===== src/rtl/dag_pkg.sv =====
package dag_pkg;

  typedef enum logic [1:0] {
    FLD_PTR   = 2'd0,
    FLD_STEP  = 2'd1,
    FLD_SIZE  = 2'd2,
    FLD_START = 2'd3
  } dag_field_e;

  localparam int unsigned NUM_BANKS = 2;

endpackage


===== src/rtl/dag_rst_sync.sv =====
module dag_rst_sync (
  input  logic clk,
  input  logic arst_n,
  output logic srst_n
);

  logic [1:0] sync_q;
  logic [1:0] sync_d;

  always_comb begin
    sync_d = {sync_q[0], 1'b1};
  end

  always_ff @(posedge clk or negedge arst_n) begin
    if (!arst_n) begin
      sync_q <= '0;
    end else begin
      sync_q <= sync_d;
    end
  end

  assign srst_n = sync_q[1];

endmodule


===== src/rtl/dag_regfile.sv =====
module dag_regfile
  import dag_pkg::*;
#(
  parameter int unsigned AW   = 32,
  parameter int unsigned NBUF = 8,
  parameter int unsigned BUFW = (NBUF > 1) ? $clog2(NBUF) : 1
) (
  input  logic            clk,
  input  logic            rst_n,
  input  logic            wr_en,
  input  logic            wr_bank,
  input  logic [BUFW-1:0] wr_buf,
  input  dag_field_e      wr_field,
  input  logic [AW-1:0]   wr_data,
  input  logic            rd_bank,
  input  logic [BUFW-1:0] rd_buf,
  output logic [AW-1:0]   rd_ptr,
  output logic [AW-1:0]   rd_step,
  output logic [AW-1:0]   rd_size,
  output logic [AW-1:0]   rd_start,
  input  logic            upd_en,
  input  logic [AW-1:0]   upd_ptr
);

  localparam int unsigned NENT = NUM_BANKS * NBUF;
  localparam int unsigned EW   = $clog2(NENT);

  logic [EW-1:0] wr_ent;
  logic [EW-1:0] rd_ent;
  logic [AW-1:0] ptr_all   [NENT];
  logic [AW-1:0] step_all  [NENT];
  logic [AW-1:0] size_all  [NENT];
  logic [AW-1:0] start_all [NENT];

  assign wr_ent = EW'(wr_bank) * EW'(NBUF) + EW'(wr_buf);
  assign rd_ent = EW'(rd_bank) * EW'(NBUF) + EW'(rd_buf);

  for (genvar e = 0; e < NENT; e++) begin : g_ent
    logic          wr_hit;
    logic          upd_hit;
    logic          ptr_ce, step_ce, size_ce, start_ce;
    logic [AW-1:0] ptr_d;
    logic [AW-1:0] ptr_q, step_q, size_q, start_q;

    always_comb begin
      wr_hit   = wr_en  && (wr_ent == EW'(e));
      upd_hit  = upd_en && (rd_ent == EW'(e));
      ptr_ce   = upd_hit || (wr_hit && (wr_field == FLD_PTR));
      step_ce  = wr_hit && (wr_field == FLD_STEP);
      size_ce  = wr_hit && (wr_field == FLD_SIZE);
      start_ce = wr_hit && (wr_field == FLD_START);
      ptr_d    = upd_hit ? upd_ptr : wr_data;
    end

    always_ff @(posedge clk or negedge rst_n) begin
      if (!rst_n) begin
        ptr_q <= '0;
      end else if (ptr_ce) begin
        ptr_q <= ptr_d;
      end
    end

    always_ff @(posedge clk or negedge rst_n) begin
      if (!rst_n) begin
        step_q <= '0;
      end else if (step_ce) begin
        step_q <= wr_data;
      end
    end

    always_ff @(posedge clk or negedge rst_n) begin
      if (!rst_n) begin
        size_q <= '0;
      end else if (size_ce) begin
        size_q <= wr_data;
      end
    end

    always_ff @(posedge clk or negedge rst_n) begin
      if (!rst_n) begin
        start_q <= '0;
      end else if (start_ce) begin
        start_q <= wr_data;
      end
    end

    assign ptr_all[e]   = ptr_q;
    assign step_all[e]  = step_q;
    assign size_all[e]  = size_q;
    assign start_all[e] = start_q;
  end

  // Read with write-first bypass for a same-cycle write to the same entry.
  always_comb begin
    rd_ptr   = ptr_all[rd_ent];
    rd_step  = step_all[rd_ent];
    rd_size  = size_all[rd_ent];
    rd_start = start_all[rd_ent];
    if (wr_en && (wr_ent == rd_ent)) begin
      case (wr_field)
        FLD_PTR:   rd_ptr   = wr_data;
        FLD_STEP:  rd_step  = wr_data;
        FLD_SIZE:  rd_size  = wr_data;
        FLD_START: rd_start = wr_data;
        default:   rd_ptr   = ptr_all[rd_ent];
      endcase
    end
  end

endmodule


===== src/rtl/dag_postmod.sv =====
module dag_postmod #(
  parameter int unsigned AW = 32
) (
  input  logic [AW-1:0] ptr,
  input  logic [AW-1:0] step,
  input  logic [AW-1:0] size,
  input  logic [AW-1:0] start,
  output logic [AW-1:0] nxt
);

  localparam int unsigned XW = AW + 2;

  logic signed [XW-1:0] sum_s;
  logic signed [XW-1:0] start_s;
  logic signed [XW-1:0] size_s;
  logic signed [XW-1:0] end_s;
  logic signed [XW-1:0] fix_s;

  always_comb begin
    start_s = $signed({2'b00, start});
    size_s  = $signed({2'b00, size});
    end_s   = start_s + size_s;
    sum_s   = $signed({2'b00, ptr}) + $signed({{2{step[AW-1]}}, step});
    fix_s   = sum_s;
    if (size != '0) begin
      if (!step[AW-1] && (sum_s >= end_s)) begin
        fix_s = sum_s - size_s;
      end else if (step[AW-1] && (sum_s < start_s)) begin
        fix_s = sum_s + size_s;
      end
    end
    nxt = fix_s[AW-1:0];
  end

endmodule


===== src/rtl/dag_bitrev.sv =====
module dag_bitrev #(
  parameter int unsigned AW = 32,
  parameter int unsigned BW = $clog2(AW + 1)
) (
  input  logic [AW-1:0] ptr,
  input  logic          en,
  input  logic [BW-1:0] nbits,
  output logic [AW-1:0] out
);

  int n;

  always_comb begin
    n   = (int'(nbits) > int'(AW)) ? int'(AW) : int'(nbits);
    out = ptr;
    if (en) begin
      for (int i = 0; i < int'(AW); i++) begin
        if (i < n) begin
          out[i] = ptr[n - 1 - i];
        end
      end
    end
  end

endmodule


===== src/rtl/circ_dag.sv =====
module circ_dag
  import dag_pkg::*;
#(
  parameter int unsigned AW   = 32,
  parameter int unsigned NBUF = 8,
  localparam int unsigned BUFW = (NBUF > 1) ? $clog2(NBUF) : 1,
  localparam int unsigned BW   = $clog2(AW + 1)
) (
  input  logic            clk,
  input  logic            rst_n,
  input  logic            bank_sel,
  input  logic            acc_en,
  input  logic [BUFW-1:0] acc_buf,
  input  logic            brev_en,
  input  logic [BW-1:0]   brev_bits,
  input  logic            wr_en,
  input  logic            wr_bank,
  input  logic [BUFW-1:0] wr_buf,
  input  logic [1:0]      wr_field,
  input  logic [AW-1:0]   wr_data,
  output logic            addr_vld,
  output logic [AW-1:0]   addr
);

  logic          rst_sync_n;
  logic [AW-1:0] rd_ptr, rd_step, rd_size, rd_start;
  logic [AW-1:0] nxt_ptr;
  logic [AW-1:0] shown_addr;
  logic          vld_q, vld_d;
  logic [AW-1:0] addr_q, addr_d;
  logic          addr_ce;

  dag_rst_sync u_rst (
    .clk    (clk),
    .arst_n (rst_n),
    .srst_n (rst_sync_n)
  );

  dag_regfile #(.AW(AW), .NBUF(NBUF), .BUFW(BUFW)) u_rf (
    .clk      (clk),
    .rst_n    (rst_sync_n),
    .wr_en    (wr_en),
    .wr_bank  (wr_bank),
    .wr_buf   (wr_buf),
    .wr_field (dag_field_e'(wr_field)),
    .wr_data  (wr_data),
    .rd_bank  (bank_sel),
    .rd_buf   (acc_buf),
    .rd_ptr   (rd_ptr),
    .rd_step  (rd_step),
    .rd_size  (rd_size),
    .rd_start (rd_start),
    .upd_en   (acc_en),
    .upd_ptr  (nxt_ptr)
  );

  dag_postmod #(.AW(AW)) u_pm (
    .ptr   (rd_ptr),
    .step  (rd_step),
    .size  (rd_size),
    .start (rd_start),
    .nxt   (nxt_ptr)
  );

  dag_bitrev #(.AW(AW), .BW(BW)) u_br (
    .ptr   (rd_ptr),
    .en    (brev_en),
    .nbits (brev_bits),
    .out   (shown_addr)
  );

  always_comb begin
    vld_d   = acc_en;
    addr_ce = acc_en;
    addr_d  = shown_addr;
  end

  always_ff @(posedge clk or negedge rst_sync_n) begin
    if (!rst_sync_n) begin
      vld_q <= 1'b0;
    end else begin
      vld_q <= vld_d;
    end
  end

  always_ff @(posedge clk or negedge rst_sync_n) begin
    if (!rst_sync_n) begin
      addr_q <= '0;
    end else if (addr_ce) begin
      addr_q <= addr_d;
    end
  end

  assign addr_vld = vld_q;
  assign addr     = addr_q;

endmodule


===== config.mk =====
export PLATFORM = sky130hd
export DESIGN_NAME = circ_dag
export DESIGN_NICKNAME = d
export VERILOG_FILES = /design/src/rtl/dag_pkg.sv /design/src/rtl/dag_rst_sync.sv /design/src/rtl/dag_regfile.sv /design/src/rtl/dag_postmod.sv /design/src/rtl/dag_bitrev.sv /design/src/rtl/circ_dag.sv
export SDC_FILE = /design/constraint.sdc
export NUM_CORES = 2
export LEC_CHECK = 0
export ABC_AREA = 1
export ABC_CLOCK_PERIOD_IN_PS = 118800
export BUFFER_PORTS_ARGS = -buffer_cell sky130_fd_sc_hd__buf_2
export CAP_MARGIN = 20
export CORE_UTILIZATION = 29
export CTS_CLUSTER_SIZE = 16
export DETAILED_ROUTE_END_ITERATION = 10
export GPL_ROUTABILITY_DRIVEN = 0
export GPL_TIMING_DRIVEN = 0
export MAX_ROUTING_LAYER = met4
export PLACE_DENSITY = 0.48
export SLEW_MARGIN = 20
export SYNTH_ARGS = -nofsm -noshare
export SYNTH_HDL_FRONTEND = slang
export SYNTH_SLANG_ARGS = --single-unit

===== constraint.sdc =====
create_clock -name clk -period 118.8 [get_ports clk]
set_input_delay 11.88 -clock clk [delete_from_list [all_inputs] [get_ports clk]]
set_output_delay 11.88 -clock clk [all_outputs]
set_load 0.01 [all_outputs]

==> out/metrics.cfg <==
[job]
cap_violations=0

[grt]
top_usage_layer=met2
grt_antenna_before_repair=64
gr-total-overflow=0
gr-usage-met2_pct=45.0
grt_pass1_vias=101000
grtUsageMet3_pct=10.0
grt_max_degree=54
grtUsageMet1_pct=44.6
grt_pass1_wl_um=848000
track_usage_pct=33.6

[floorplan]
num_rows=222
io_pins=86
die_w_um=609
fp.dieArea_sq_um=370000
dieHeight_um=609
start_util_pct=29.2
core_area_sq_um=366000

[power]
intPower_w=0.00150
leakage_nw=55.1
swShare_pct=41.1
powerDensity_nw_per_um2=20.6
p_comb_share_pct=33.6
power.share.clock_pct=30.5
ir_drop_mv=0.0191
p_seq_share_pct=35.9
switchingPower_w=0.00105

[detailed_routing]
wl_um=628000
routed_via_density=5.95
antenna_left=0
drtIter0Drc=19100
drc=0
dr.pass1.iters=8
routedWlPerCell_um=33.5
routed-via-count=112000

[worst_setup_path]
startpoint_type=primary input
worst_setup_path_end_kind=flop
crit_top_cell=nand2_1
critPathSlowestCell=clkbuf_1
critPathBufInv=14
cp.required_ns=119.61
max_stage_delay_ns=0.95
cp_max_fo=11
crit_type=in2reg
crit_family=buffers and inverters
arrival_ns=27.23

[place]
portBuffers=84
dp_hpwl_um=479000
place_area_sq_um=115000

[timing]
slew_viol_final=0
setup_tns_ns=0
rsz0062_at_grt=false
finalSetupViolations=0
min_period_over_period_pct=22.2
hold_viol=0
finalClockSkew_ns=0.111
slew-limit-headroom_pct=10.1
tightest_slew_ns=1.34
max_freq_mhz=37.8
min_period_ns=26.43

[logic_synthesis]
synth_nets=13500
synth_compound_area_share_pct=23.1
postSynthAreaPerCell_sq_um=8.06
yosysMostFrequentCell=nand2_1
synth_seq_cells=2083
synth-simple-area-share_pct=18.5
synth.cell_area_sq_um=107000
synth_area_leaders=dfrtp_1, nand2_1, o21ai_0
synth-adder-area-share_pct=2.56
ys_seq_area_share_pct=48.8
synth-async-reset-ratio_pct=100
synth_top_area_share_pct=48.8
synth_top_area_cell=dfrtp_1
synthXorXnorAreaFrac_pct=1.02
yosysWarningCount=0
syn_inst=13200
synth_cell_types=52
synth_top_family_by_area=compound AO/OA/AOI/OAI gates
muxShareOfSynthArea_pct=0
ys_top_cells_by_count=nand2_1, o21ai_0, dfrtp_1
ys.flop_type=dfrtp_1
synth-edff-count=0

[cts]
cts.clk_slew.worst_paths_ns=0.07
ctsLongestPathBuffers=4
htreeDepth=4
clk_latency_ns=1.01
cts_resized=0
numCtsBuffers=235
cts_tree=done
post_cts_buffers=0
clock-root-buffer=clkbuf_16
numClockSinks=2083
cts_hold_buffers=0

[cells_and_area]
syn2layout_area_growth_pct=15.7
ff_latch_area_sq_um=52100
nets=13900
multi_input_area_sq_um=48500
nFillCells=39200
final_cell_area_sq_um=124000
drive_gt1_share_pct=6.90

[run_status]
status=complete, no violations

[min_path]
hold_path.class=reg2async

worst register-to-register path, delay by kind of cell (launching register included):
kind                     cells  cell delay (ns)
AO/OA/AOI/OAI                8             2.43
XOR/XNOR                     1             0.36
adder cells (fa/ha/maj)      3             1.32
buffers and inverters        4             1.37
flip-flops                   1             0.41
AND/OR/NAND/NOR             19             4.10
power groups by stage:
| stage | sequential, W | combinational (W) | clock (W) |
|---|---|---|---|
| 6_report | 0.000913 | 0.000856 | 0.000776 |
| 5_1_grt | 0.000923 | 0.000890 | 0.000799 |
| 4_1_cts | 0.000907 | 0.000812 | 0.000774 |
| 2_1_floorplan | 0.000916 | 0.000468 | 0 |
| 3_3_place_gp | 0.000944 | 0.000777 | 0 |
| 3_5_place_dp | 0.000918 | 0.000810 | 0 |
cell families (layout without fill, tap and decap cells):
logic type      count (synthesis)  count (layout)
simple gates                 4903            4903
compound gates               4317            4317
flops                        2083            2083
buf+inv                      1605            2225
fa+ha+maj                     216             216
xor+xnor                      124             124
other cells                     1              71
state kept, by name (all words and copies together) (netlist names):
| name | count |
|---|---|
| addr | 32 |
| addr_vld | 1 |
| u_rst.sync_q | 2 |
| u_rf.g_ent.step_q | 512 |
| u_rf.g_ent.ptr_q | 512 |
| u_rf.g_ent.start_q | 512 |
| u_rf.g_ent.size_q | 512 |
cell type report:
cell class	instances	share of cell area, %
sequential	2083	42.2
multi-input combinational	9561	39.3
clock buffer	346	5.53
tap	4816	4.88
buffer	1088	3.72
timing repair buffer	187	1.78
inverter	517	1.57
clock inverter	87	0.873
antenna	70	0.142
layout by cell type (no fill, tap or decap), types with 11 or more instances in the layout:
cell	Yosys	layout
inv_2	14	14
ha_1	212	212
bufinv_16	0	17
nor3_1	64	64
nand2_1	3885	3885
nor4_1	124	84
o21ai_0	2170	2162
clkinv_2	0	48
nand2_2	30	30
xor2_1	98	97
clkbuf_1	889	855
clkinv_1	36	36
o21ai_1	28	33
clkbuf_16	0	235
nand4_1	56	56
nor2_1	282	276
buf_6	15	28
a211oi_1	14	14
dfrtp_1	2083	2082
clkbuf_8	0	53
nor4_2	0	40
buf_4	36	59
xnor2_1	26	25
nand2_4	11	11
buf_16	0	37
o211ai_1	67	67
nand3_1	418	416
buf_12	1	16
inv_1	467	467
a31oi_1	41	40
o21a_1	53	53
buf_1	47	38
a22oi_1	993	993
diode_2	0	70
clkbuf_2	0	92
a21o_1	11	11
a21oi_1	900	894
buf_2	100	201
routing by layer:
layer	share of wire [%]	routed length, um
met1	40	253000
met2	40	250000
met3	13	81400
met4	6.9	43500
met5	0	0
final timing paths:
kind	from	endpoint	slack, ns	cells after the start
worst min-delay path	u_rst.sync_q[1]	u_rf.g_ent[1].ptr_q[23]	0.26	0
worst min register to register	u_rst.sync_q[1]	u_rf.g_ent[1].ptr_q[23]	0.26	0
worst max-delay path	acc_buf[0]	u_rf.g_ent[4].ptr_q[26]	92.37	46
max in group asynchronous	rst_n	u_rst.sync_q[1]	107.95	1
worst max register to register	u_rf.g_ent[7].step_q[0]	u_rf.g_ent[4].ptr_q[26]	108.63	35
min in group clk	u_rst.sync_q[0]	u_rst.sync_q[1]	0.36	0
through the flow:
step	util, %	setup slack (ns)	power [W]	cells	hold WS (ns)
global placement	30.9	25.13	0.00172	18100	0.334
floorplan	-	56.44	0.00138	13200	0.331
detailed placement	31.5	92.79	0.00173	18200	0.260
finish	33.7	92.37	0.00254	18800	0.258
CTS	33.7	93.73	0.00249	18700	0.266
global route	33.7	92.96	0.00261	18700	0.283
Power figures use the tool's default switching activity.
